[src/rtl/phase_ref_pkg.sv]
package phase_ref_pkg;
    typedef enum logic [1:0] {
        ST_START = 2'd0,
        ST_NODIM = 2'd1,
        ST_DIM   = 2'd2,
        ST_LOST  = 2'd3
    } ctl_state_t;

    localparam int CODE_START = 50;
    localparam int CODE_LOST  = 42;
    localparam int DIM_MIN    = 35;
    localparam int DIM_MAX    = 63;
    localparam int RAMP_MID   = 55;
    localparam int RAMP_LO    = 22;
    localparam int RAMP_HI    = 127;
    localparam int RAMP_STEP  = 2;
endpackage

[src/rtl/ref_ctl_fsm.sv]
module ref_ctl_fsm
    import phase_ref_pkg::*;
#(
    parameter int STARTUP_FALLS = 4,
    parameter int RAMP_CYCLES   = 8,
    localparam int CW = $clog2(STARTUP_FALLS + 1),
    localparam int AW = $clog2(RAMP_CYCLES + 1)
) (
    input  logic          clk,
    input  logic          rst_n,
    input  logic          uvlo_ok,
    input  logic          line_fall,
    input  logic          duty_hi,
    input  logic          sig_lost,
    output ctl_state_t    state,
    output logic [AW-1:0] amp
);
    ctl_state_t    st_q, st_n;
    logic [CW-1:0] cnt_q, cnt_n;
    logic [AW-1:0] amp_q, amp_n;
    ctl_state_t    pick;

    always_comb begin
        if (sig_lost)     pick = ST_LOST;
        else if (duty_hi) pick = ST_NODIM;
        else              pick = ST_DIM;
    end

    always_comb begin
        st_n  = st_q;
        cnt_n = cnt_q;
        amp_n = amp_q;
        unique case (st_q)
            ST_START: begin
                if (line_fall) begin
                    if (int'(cnt_q) == STARTUP_FALLS - 1) st_n = pick;
                    else                                  cnt_n = cnt_q + 1'b1;
                end
            end
            ST_NODIM, ST_DIM, ST_LOST: begin
                if (sig_lost)       st_n = ST_LOST;
                else if (line_fall) st_n = pick;
            end
            default: st_n = ST_START;
        endcase
        if (st_n == ST_LOST) begin
            amp_n = '0;
        end else if (line_fall && st_n != ST_START) begin
            if (st_n == ST_NODIM) begin
                if (int'(amp_q) < RAMP_CYCLES) amp_n = amp_q + 1'b1;
            end else if (amp_q != '0) begin
                amp_n = amp_q - 1'b1;
            end
        end
    end

    always_ff @(posedge clk or negedge rst_n) begin
        if (!rst_n) begin
            st_q  <= ST_START;
            cnt_q <= '0;
            amp_q <= '0;
        end else if (!uvlo_ok) begin
            st_q  <= ST_START;
            cnt_q <= '0;
            amp_q <= '0;
        end else begin
            st_q  <= st_n;
            cnt_q <= cnt_n;
            amp_q <= amp_n;
        end
    end

    assign state = st_q;
    assign amp   = amp_q;
endmodule

[src/rtl/ref_ramp_gen.sv]
module ref_ramp_gen
    import phase_ref_pkg::*;
#(
    parameter int RAMP_CYCLES = 8,
    parameter int LEN_W       = 8,
    localparam int AW    = $clog2(RAMP_CYCLES + 1),
    localparam int POS_MAX = (1 << LEN_W) - 1
) (
    input  logic             clk,
    input  logic             rst_n,
    input  logic             uvlo_ok,
    input  logic             slot_tick,
    input  logic             sense_hi,
    input  logic [LEN_W-1:0] len_q,
    input  logic [AW-1:0]    amp,
    output logic [6:0]       ramp_code
);
    logic             sense_q;
    logic [LEN_W-1:0] pos_q;
    logic [7:0]       val_q;
    int               peak, trough, val_n, shown;

    always_comb begin
        peak   = RAMP_MID + ((RAMP_HI - RAMP_MID) * int'(amp)) / RAMP_CYCLES;
        trough = RAMP_MID - ((RAMP_MID - RAMP_LO) * int'(amp)) / RAMP_CYCLES;
        if (int'(pos_q) < int'(len_q >> 1)) begin
            val_n = int'(val_q) + RAMP_STEP;
            if (val_n > peak) val_n = peak;
        end else begin
            val_n = int'(val_q) - RAMP_STEP;
            if (val_n < trough) val_n = trough;
        end
        shown = int'(val_q);
        if (shown > peak)   shown = peak;
        if (shown < trough) shown = trough;
        if (!sense_q)       shown = trough;
    end

    always_ff @(posedge clk or negedge rst_n) begin
        if (!rst_n) begin
            sense_q <= 1'b0;
            pos_q   <= '0;
            val_q   <= 8'(RAMP_MID);
        end else if (!uvlo_ok) begin
            sense_q <= 1'b0;
            pos_q   <= '0;
            val_q   <= 8'(RAMP_MID);
        end else begin
            sense_q <= sense_hi;
            if (sense_hi && !sense_q) begin
                pos_q <= '0;
                val_q <= 8'(trough);
            end else if (slot_tick && sense_hi) begin
                if (int'(pos_q) != POS_MAX) pos_q <= pos_q + 1'b1;
                val_q <= 8'(val_n);
            end
        end
    end

    assign ramp_code = 7'(shown);
endmodule

[src/rtl/ref_dim_map.sv]
module ref_dim_map
    import phase_ref_pkg::*;
#(
    parameter int LEN_W   = 8,
    parameter int DIM_OFS = -116
) (
    input  logic [LEN_W-1:0] len_q,
    output logic [6:0]       dim_code
);
    int sum;

    always_comb begin
        sum = int'(len_q) + DIM_OFS;
        if (sum < DIM_MIN) sum = DIM_MIN;
        if (sum > DIM_MAX) sum = DIM_MAX;
        dim_code = 7'(sum);
    end
endmodule

[src/rtl/phase_ref_ctrl.sv]
module phase_ref_ctrl
    import phase_ref_pkg::*;
#(
    parameter int STARTUP_FALLS = 4,
    parameter int RAMP_CYCLES   = 8,
    parameter int LEN_W         = 8,
    parameter int DIM_OFS       = -116,
    localparam int AW = $clog2(RAMP_CYCLES + 1)
) (
    input  logic             clk,
    input  logic             rst_n,
    input  logic             uvlo_ok,
    input  logic             slot_tick,
    input  logic             line_fall,
    input  logic             sense_hi,
    input  logic [LEN_W-1:0] cond_len,
    input  logic             duty_hi,
    input  logic             sig_lost,
    output logic [6:0]       ref_code
);
    ctl_state_t       st_q;
    logic [AW-1:0]    amp_q;
    logic [LEN_W-1:0] len_q;
    logic [6:0]       ramp_code;
    logic [6:0]       dim_code;

    always_ff @(posedge clk or negedge rst_n) begin
        if (!rst_n)          len_q <= '0;
        else if (!uvlo_ok)   len_q <= '0;
        else if (line_fall)  len_q <= cond_len;
    end

    ref_ctl_fsm #(.STARTUP_FALLS(STARTUP_FALLS), .RAMP_CYCLES(RAMP_CYCLES)) u_fsm (
        .clk(clk), .rst_n(rst_n), .uvlo_ok(uvlo_ok), .line_fall(line_fall),
        .duty_hi(duty_hi), .sig_lost(sig_lost), .state(st_q), .amp(amp_q)
    );

    ref_ramp_gen #(.RAMP_CYCLES(RAMP_CYCLES), .LEN_W(LEN_W)) u_ramp (
        .clk(clk), .rst_n(rst_n), .uvlo_ok(uvlo_ok), .slot_tick(slot_tick),
        .sense_hi(sense_hi), .len_q(len_q), .amp(amp_q), .ramp_code(ramp_code)
    );

    ref_dim_map #(.LEN_W(LEN_W), .DIM_OFS(DIM_OFS)) u_dim (
        .len_q(len_q), .dim_code(dim_code)
    );

    always_comb begin
        unique case (st_q)
            ST_START: ref_code = 7'(CODE_START);
            ST_LOST:  ref_code = 7'(CODE_LOST);
            ST_NODIM: ref_code = ramp_code;
            ST_DIM:   ref_code = (amp_q != '0) ? ramp_code : dim_code;
            default:  ref_code = 7'(CODE_START);
        endcase
    end
endmodule

[config.mk]
export PLATFORM = sky130hd
export DESIGN_NAME = phase_ref_ctrl
export DESIGN_NICKNAME = d
export VERILOG_FILES = /design/src/rtl/phase_ref_pkg.sv /design/src/rtl/ref_ctl_fsm.sv /design/src/rtl/ref_ramp_gen.sv /design/src/rtl/ref_dim_map.sv /design/src/rtl/phase_ref_ctrl.sv
export SDC_FILE = /design/constraint.sdc
export NUM_CORES = 1
export LEC_CHECK = 0
export ABC_CLOCK_PERIOD_IN_PS = 7270
export BUFFER_PORTS_ARGS = -buffer_cell sky130_fd_sc_hd__clkbuf_2
export CORE_MARGIN = 2
export CORE_UTILIZATION = 50
export CTS_BUF_LIST = sky130_fd_sc_hd__clkbuf_4 sky130_fd_sc_hd__clkbuf_8 sky130_fd_sc_hd__clkbuf_16
export DETAILED_ROUTE_END_ITERATION = 7
export PLACE_DENSITY = 0.78
export SETUP_SLACK_MARGIN = 0.3
export SYNTH_ARGS = -nofsm -noshare
export SYNTH_HDL_FRONTEND = slang
export SYNTH_SLANG_ARGS = --single-unit
[constraint.sdc]
create_clock -name clk -period 7.27 [get_ports clk]
set_input_delay 1.454 -clock clk [delete_from_list [all_inputs] [get_ports clk]]
set_output_delay 1.454 -clock clk [all_outputs]
set_load 0.02 [all_outputs]
==> out/qor.txt, run 1 <==
Final Net Count = 578
Number of global-route vias before repair = 3783
Fraction of registers with async set/reset = 1.000
Min-delay src = len_q[5]
Worst-Margin Slew = 0.8811 ns
R2R cell count = 13
Post-CTS Hold Buffers = 0
FF-to-FF End = u_ramp.val_q[2]
Post-synthesis register bit count = 34
First-pass GRT wire length = 17.68 mm
HPWL after DPL = 7.881 mm
Synth area leaders = dfrtp_1 (18%), ha_1 (18%), a21oi_1 (4.8%)
Endpoint of the worst hold path = len_q[5]
Die area = 8606 sq um
Die Span X = 92.77 microns
Synth top area share = 0.1842
Post-placement cell count = 592
Crit path DAT = 5.65 ns
VDD IR max = 0.0001700 V
Primary FF master, synth = dfrtp_1
Unrepaired setup endpoints after global routing = yes
CTS Root Cell = clkbuf_8
HP Class = register to register
Total leakage power = 2.057 nW
Worst-Skew Late Latency = 0.30 ns
Vert. Die Dim = 92.77 microns
Outcome = finished, final reports clean
Crit start category = register
CTS tree = done
Ys Warns = 0
Row cnt = 32
Post-DR vias/cell = 6.168
Core area = 7687 sq um
TritonCTS Buffers = 5
Max Clock Skew = 0.006962 ns
Initial antenna violation count = 0
Yosys top cell by area = dfrtp_1
CTS Sinks = 34
Worst R2R Setup Slack = 2.99 ns
Synth Instances = 475
Max Buffers Root-to-Sink = 2
# port buffers = 22
Post-synth EDFFs = 0
Clock transition at the registers of the reported paths = 0.08 ns
Cell area after synthesis = 3940 sq um
Overflow after GRT = 0
Syn Area/Cell = 8.295 sq um
Vias = 3738
GRT Util Overall = 0.2534
Max_slew headroom = 0.4126
Routed length per instance = 17.50 microns
Layout area overhead = 16.96%
Setup violators final = 0
Post-synthesis sequential area ratio = 0.2175
Antenna Cells = 0
Layout Cells excl Fill = 606
Fin. Hold Viols = 0
Tcrit/Tclk final = 0.9768
Filler instances = 671
Pins Over Slew Limit = 0
Starting Density = 0.5125
Worst r2r src = u_fsm.amp[0]
H-tree levels = 2
Post-layout util = 0.5994
CP Class = register to primary output
Final ANT Viol Nets = 0
Hold path cells = 2
Worst setup EP type = primary output
Fraction of layout cells with a size suffix above 1 = 0.2024
Top-level port count = 23
Worst Path Max Fanout = 6
Peak Freq = 140.8 MHz
Largest net degree at the start of global routing = 35
Max cap viols = 0
Starting DRC count in detailed routing = 253
GPL Wtd Cong = 0.9815
Mapped Nets = 550
CP required = 5.82 ns
Yosys cell types = 67
PwrDens = 324.5 nW/um^2
Tmin final = 7.101 ns
First-pass DRT Iterations = 7
DRC Markers = 0
Drt total wl = 10.60 mm
==> worst max-delay path: stages (launching register included) <==
cell      delay (ns)
dfrtp_2         0.46
fa_1            0.55
ha_4            0.23
a21o_4          0.20
nand2_1         0.11
xnor2_1         0.16
inv_2           0.12
ha_4            0.24
and3_1          0.17
o21ai_2         0.10
nand3b_1        0.15
a311oi_4        0.32
nor2_4          0.11
mux2_4          0.34
ha_4            0.27
nand4_1         0.12
buf_4           0.16
a2111o_1        0.32
nor4_4          0.39
nor3_4          0.12
mux2i_2         0.23
nor3_2          0.08
nor3_2          0.21
buf_4           0.17
==> synth_stat cells (3+ instances only) <==
cell	count
dfstp_2	5
or3_1	3
nand2_1	36
o21ai_0	31
o21a_1	6
a21oi_1	38
clkbuf_1	11
a2111o_1	3
nor4_1	4
dfrtp_1	29
ha_1	57
xnor2_1	16
inv_1	32
a22oi_1	4
buf_2	3
nor3_1	13
and3_1	3
o221ai_1	4
nor2b_1	5
nand4_1	8
a211oi_1	8
nand3b_1	3
a21o_1	8
nor2_1	50
nand3_1	9
and2_1	3
a31oi_1	3
nand2b_1	6
mux2i_1	17
xor2_1	8
==> state kept, by name, indices dropped and copies added (netlist names) <==
| register | flops |
|---|---|
| len_q | 8 |
| u_fsm.amp | 4 |
| u_fsm.cnt_q | 3 |
| u_fsm.state | 2 |
| u_ramp.pos_q | 8 |
| u_ramp.sense_q | 1 |
| u_ramp.val_q | 8 |
==> cells in the final DEF (no fill, tap or decap), types with 3 or more instances in the layout <==
cell / n
nor3_1: 11
nand2_1: 35
inv_1: 29
a21o_1: 8
xnor2_1: 15
o21ai_1: 3
and3_1: 3
or3_1: 3
a21oi_2: 3
nand3_1: 9
o221ai_1: 4
nand2b_1: 6
a211oi_1: 8
o21a_1: 6
buf_6: 3
mux2i_1: 15
dfstp_2: 5
and2_1: 3
ha_4: 5
a21oi_4: 3
o21ai_0: 28
clkbuf_2: 16
nor4_1: 3
nand4_1: 8
buf_2: 3
a22oi_1: 3
clkbuf_8: 5
xor2_1: 7
a31oi_1: 3
ha_1: 50
a21oi_1: 32
nand3b_1: 3
nor2b_1: 4
inv_2: 3
dfrtp_1: 28
buf_4: 14
a2111o_1: 3
nor2_1: 49
==> area by class of cell <==
type                            instances  area, sq um  share of cell area
Multi-Input combinational cell        394         3178              0.6897
Sequential cell                        34        858.3              0.1863
Timing Repair Buffer                   36        234.0             0.05077
Tap cell                              102        127.6             0.02769
Inverter                               32        120.1             0.02607
Clock buffer                            6        76.32             0.01656
Clock inverter                          2        13.76            0.002987
==> metal layers <==
metal / routed length (microns) / track usage / share of wire / vias to the layer above
li1: - / - / - / 1793
met1: 4496 / 0.3196 / 0.42 / 1783
met2: 5313 / 0.4336 / 0.50 / 132
met3: 506 / 0.03011 / 0.048 / 30
met4: 285 / 0.1127 / 0.027 / 0
met5: 0 / 0 / 0 / -
==> stage by stage <==
step	total power [mW]	hold WS, ns	TNS [ns]	instance area, sq um	worst slack, ns
finish	1.495	0.5495	0	4608	0.1689
CTS	1.305	0.5500	0	4333	0.3073
detailed placement	1.099	0.5362	0	4183	0.4025
global route	1.605	0.5864	-0.2359	4608	-0.07907
global placement	1.079	0.5051	0	4183	0.4934
floorplan	0.8891	0.4729	0	3945	0.4478
==> where the power goes <==
group          switching, mW  internal (mW)  total (mW)
logic                  0.595          0.482        1.08
clock network         0.0780         0.0714       0.149
registers             0.0515          0.218       0.269
total                  0.724          0.771        1.50
==> worst max path at each step <==
stage	from	end	slack (ns)	depth (start not counted)
floorplan	u_fsm.amp[0]	ref_code[3]	0.45	21
global placement	u_fsm.amp[2]	ref_code[3]	0.49	24
detailed placement	u_fsm.amp[2]	ref_code[3]	0.40	24
CTS	u_fsm.amp[2]	ref_code[3]	0.31	23
global route	u_fsm.amp[0]	ref_code[3]	-0.08	25
finish	u_fsm.amp[2]	ref_code[3]	0.17	23
==> logic make-up (layout without fill, tap and decap cells) <==
group | after synthesis | in the layout | synth area share
other | 1 | 1 | 0.0009518
xor gates and xnor gates | 27 | 27 | 0.06764
muxes | 19 | 19 | 0.04890
buffers and inverters | 47 | 76 | 0.04573
DFF | 34 | 34 | 0.2175
and+or+nand+nor | 150 | 150 | 0.1791
AOI/OAI and AO/OA | 137 | 137 | 0.2461
adders and majority gates | 60 | 60 | 0.1940
==> repair_timing <==
item / in CTS / in global routing
resized for setup: 8 / 53
endpoints found under the setup margin: 7 / 7
setup buffers: 2 / 4
pin swaps: 3 / 25
No activity file was read; power rests on OpenSTA's default activity.
==> inputs of run 2 (changes only) <==
- PLACE_DENSITY: 0.78 -> 0.67
==> out/qor.txt, run 2 (synthesized netlist as in run 1, its figures left out) <==
First-pass GRT wire length = 16.93 mm (-4.3%)
HP Class = register to register
Vert. Die Dim = 92.77 microns (unchanged)
Setup violators final = 0 (unchanged)
Core area = 7687 sq um (unchanged)
Starting DRC count in detailed routing = 192 (-24%)
Final Net Count = 584 (+1.0%)
Worst-Skew Late Latency = 0.30 ns (about the same)
Largest net degree at the start of global routing = 35 (unchanged)
Total leakage power = 2.081 nW (+1.2%)
FF-to-FF End = u_ramp.val_q[7]
Routed length per instance = 17.46 microns (-0.22%)
DRC Markers = 0 (unchanged)
Crit path DAT = 5.60 ns (-0.05 ns)
H-tree levels = 2 (unchanged)
Overflow after GRT = 0 (unchanged)
Max Buffers Root-to-Sink = 2 (unchanged)
GPL Wtd Cong = 1.007 (+2.6%)
Max cap viols = 0 (unchanged)
Slowest stage cell, crit path = fa_1
Post-placement cell count = 592 (unchanged)
Starting Density = 0.5125 (unchanged)
CP required = 5.82 ns (about the same)
Worst r2r src = u_fsm.amp[2]
Worst-Margin Slew = 0.8979 ns (+0.01671 ns)
Min-delay src = u_fsm.cnt_q[1]
Crit-path max cell delay = 0.56 ns (about the same)
Antenna Cells = 0 (unchanged)
Die area = 8606 sq um (unchanged)
Vias = 3728 (-0.27%)
GRT Util Overall = 0.2446 (-0.008839)
Number of global-route vias before repair = 3514 (-7.1%)
Top-level port count = 23 (unchanged)
HPWL after DPL = 7.702 mm (-2.3%)
Buffers & Inverters on Critical Path = 2 (-1)
PnR worst setup slack = 0.2160 ns (+0.04717 ns)
Post-DR vias/cell = 6.101 (-1.1%)
Peak Freq = 141.8 MHz (+0.67%)
Fraction of layout cells with a size suffix above 1 = 0.2083 (+0.005871)
Setup WS pre-CTS = 0.3272 ns (-0.07538 ns)
Pins Over Slew Limit = 0 (unchanged)
Layout area overhead = 17.88%
Cell family with most CP delay = compound AO/OA/AOI/OAI gates
Commonest non-fill, non-tap cell in the layout = ha_1
Total power = 1.487 mW (-0.51%)
Post-CTS Hold Buffers = 0 (unchanged)
VDD IR max = 0.0001626 V (-4.3%)
Fin. Hold Viols = 0 (unchanged)
CP Cell Sequence = fa_1, ha_4, a21o_4, a31o_4, a21oi_2, xor2_1, ha_1, nand2_1, a21oi_2, a311oi_4, nor2_4, mux2_4, ha_4, nand4_1, a2111o_1, nor4_4, nor3_4, buf_6, mux2_4, a22oi_2, nor2_1, buf_4
# port buffers = 22 (unchanged)
Worst Path Max Fanout = 6 (unchanged)
Tcrit/Tclk final = 0.9703 (-0.006488)
Die Span X = 92.77 microns (unchanged)
Crit path launch = u_fsm.amp[2]
Initial antenna violation count = 0 (unchanged)
Layout Cells excl Fill = 611 (+0.83%)
CP Class = register to primary output
Row cnt = 32 (unchanged)
Final ANT Viol Nets = 0 (unchanged)
Clock transition at the registers of the reported paths = 0.07 ns (about the same)
Most frequent cells in the layout = ha_1 (54), nor2_1 (48), nand2_1 (36)
Worst R2R Setup Slack = 3.06 ns (+0.07 ns)
Max Clock Skew = 0.01098 ns (+0.004017 ns)
CTS Root Cell = clkbuf_8
Filler instances = 707 (+5.4%)
Worst setup EP type = primary output
CTS tree = done
Setup TNS = 0 ns (unchanged)
First-pass DRT Iterations = 5 (-2)
Top flop regs = len_q (8), u_ramp.pos_q (8), u_ramp.val_q (8)
Drt total wl = 10.67 mm (+0.60%)
Unrepaired setup endpoints after global routing = yes
Tmin final = 7.054 ns (-0.04717 ns)
Hold path cells = 2 (unchanged)
CTS Sinks = 34 (unchanged)
R2R cell count = 17 (+4)
Outcome = finished, final reports clean
TritonCTS Buffers = 5 (unchanged)
Endpoint of the worst hold path = u_fsm.cnt_q[1]
Max_slew headroom = 0.4014 (-0.01114)
Crit start category = register
PwrDens = 320.3 nW/um^2 (-1.3%)
## run 2: cell count changes in the layout (fill, tap and decap cells not counted), moves of 2 or more
cell,change
buf_4,+3
buf_6,+6
buf_2,-3
a21oi_4,-3
ha_2,-2
a21oi_2,+4
ha_4,-2
clkinvlp_4,+2
ha_1,+4
nor2_2,+2
## run 2: how the worst max path moves through the flow
stage	cells past startpoint	to	slack, ns
after floorplan	21	ref_code[3]	0.45
after global placement	22	ref_code[3]	0.43
after detailed placement	24	ref_code[3]	0.33
after CTS	21	ref_code[3]	0.33
after global routing	25	ref_code[3]	-0.02
final	22	ref_code[2]	0.22
## run 2: power by group
group | total, mW | switching, mW | internal, mW | leakage (nW)
Sequential | 0.270 | 0.0514 | 0.218 | 0.444
Clock | 0.142 | 0.0728 | 0.0694 | 0.0407
Combinational | 1.08 | 0.594 | 0.482 | 1.60
## run 2: cell type report
class,instances,area (sq um),area share
well taps,102,127.6,0.02748
clock inverters,1,7.507,0.001616
inverters,32,123.9,0.02667
repair buffers,42,309.0,0.06654
flip-flops and latches,34,858.3,0.1848
multi-input cells,394,3142,0.6765
clock buffers,6,76.32,0.01643
## run 2: layer usage
layer  share of wire  track usage  routed length [microns]
met5               0            0                        0
met4           0.027      0.07843                      292
met3           0.045      0.02360                      481
met2            0.48       0.4215                     5091
met1            0.45       0.3220                     4801
## run 2: worst reg2reg max path, cell delays in order, from the launching register on
cell and delay, ns:
dfrtp_2 0.47, fa_1 0.56, ha_4 0.24, a21o_4 0.21
nand2_1 0.08, xnor2_1 0.13, inv_2 0.05, buf_4 0.15
ha_1 0.30, nand4_1 0.14, a21oi_1 0.17, a211oi_1 0.08
maj3_2 0.33, o21a_4 0.23, nor2_2 0.29, o21ai_0 0.18
a2111o_1 0.44, o221ai_1 0.10
## run 2: stage by stage
step                      hold WS [ns]  utilization  instance area, sq um
final                           0.5496       0.6042                  4644
after global placement          0.5072       0.5441                  4183
after floorplan                 0.4729            -                  3945
after detailed placement        0.5409       0.5441                  4183
after global routing            0.5807       0.6042                  4644
after CTS                       0.5520       0.5623                  4323
## run 2: repair_timing
| action | CTS | global route |
|---|---|---|
| resized for setup | 7 | 59 |
| pin swaps | 3 | 27 |
| setup buffers | 2 | 10 |
| setup endpoints to repair | 6 | 7 |
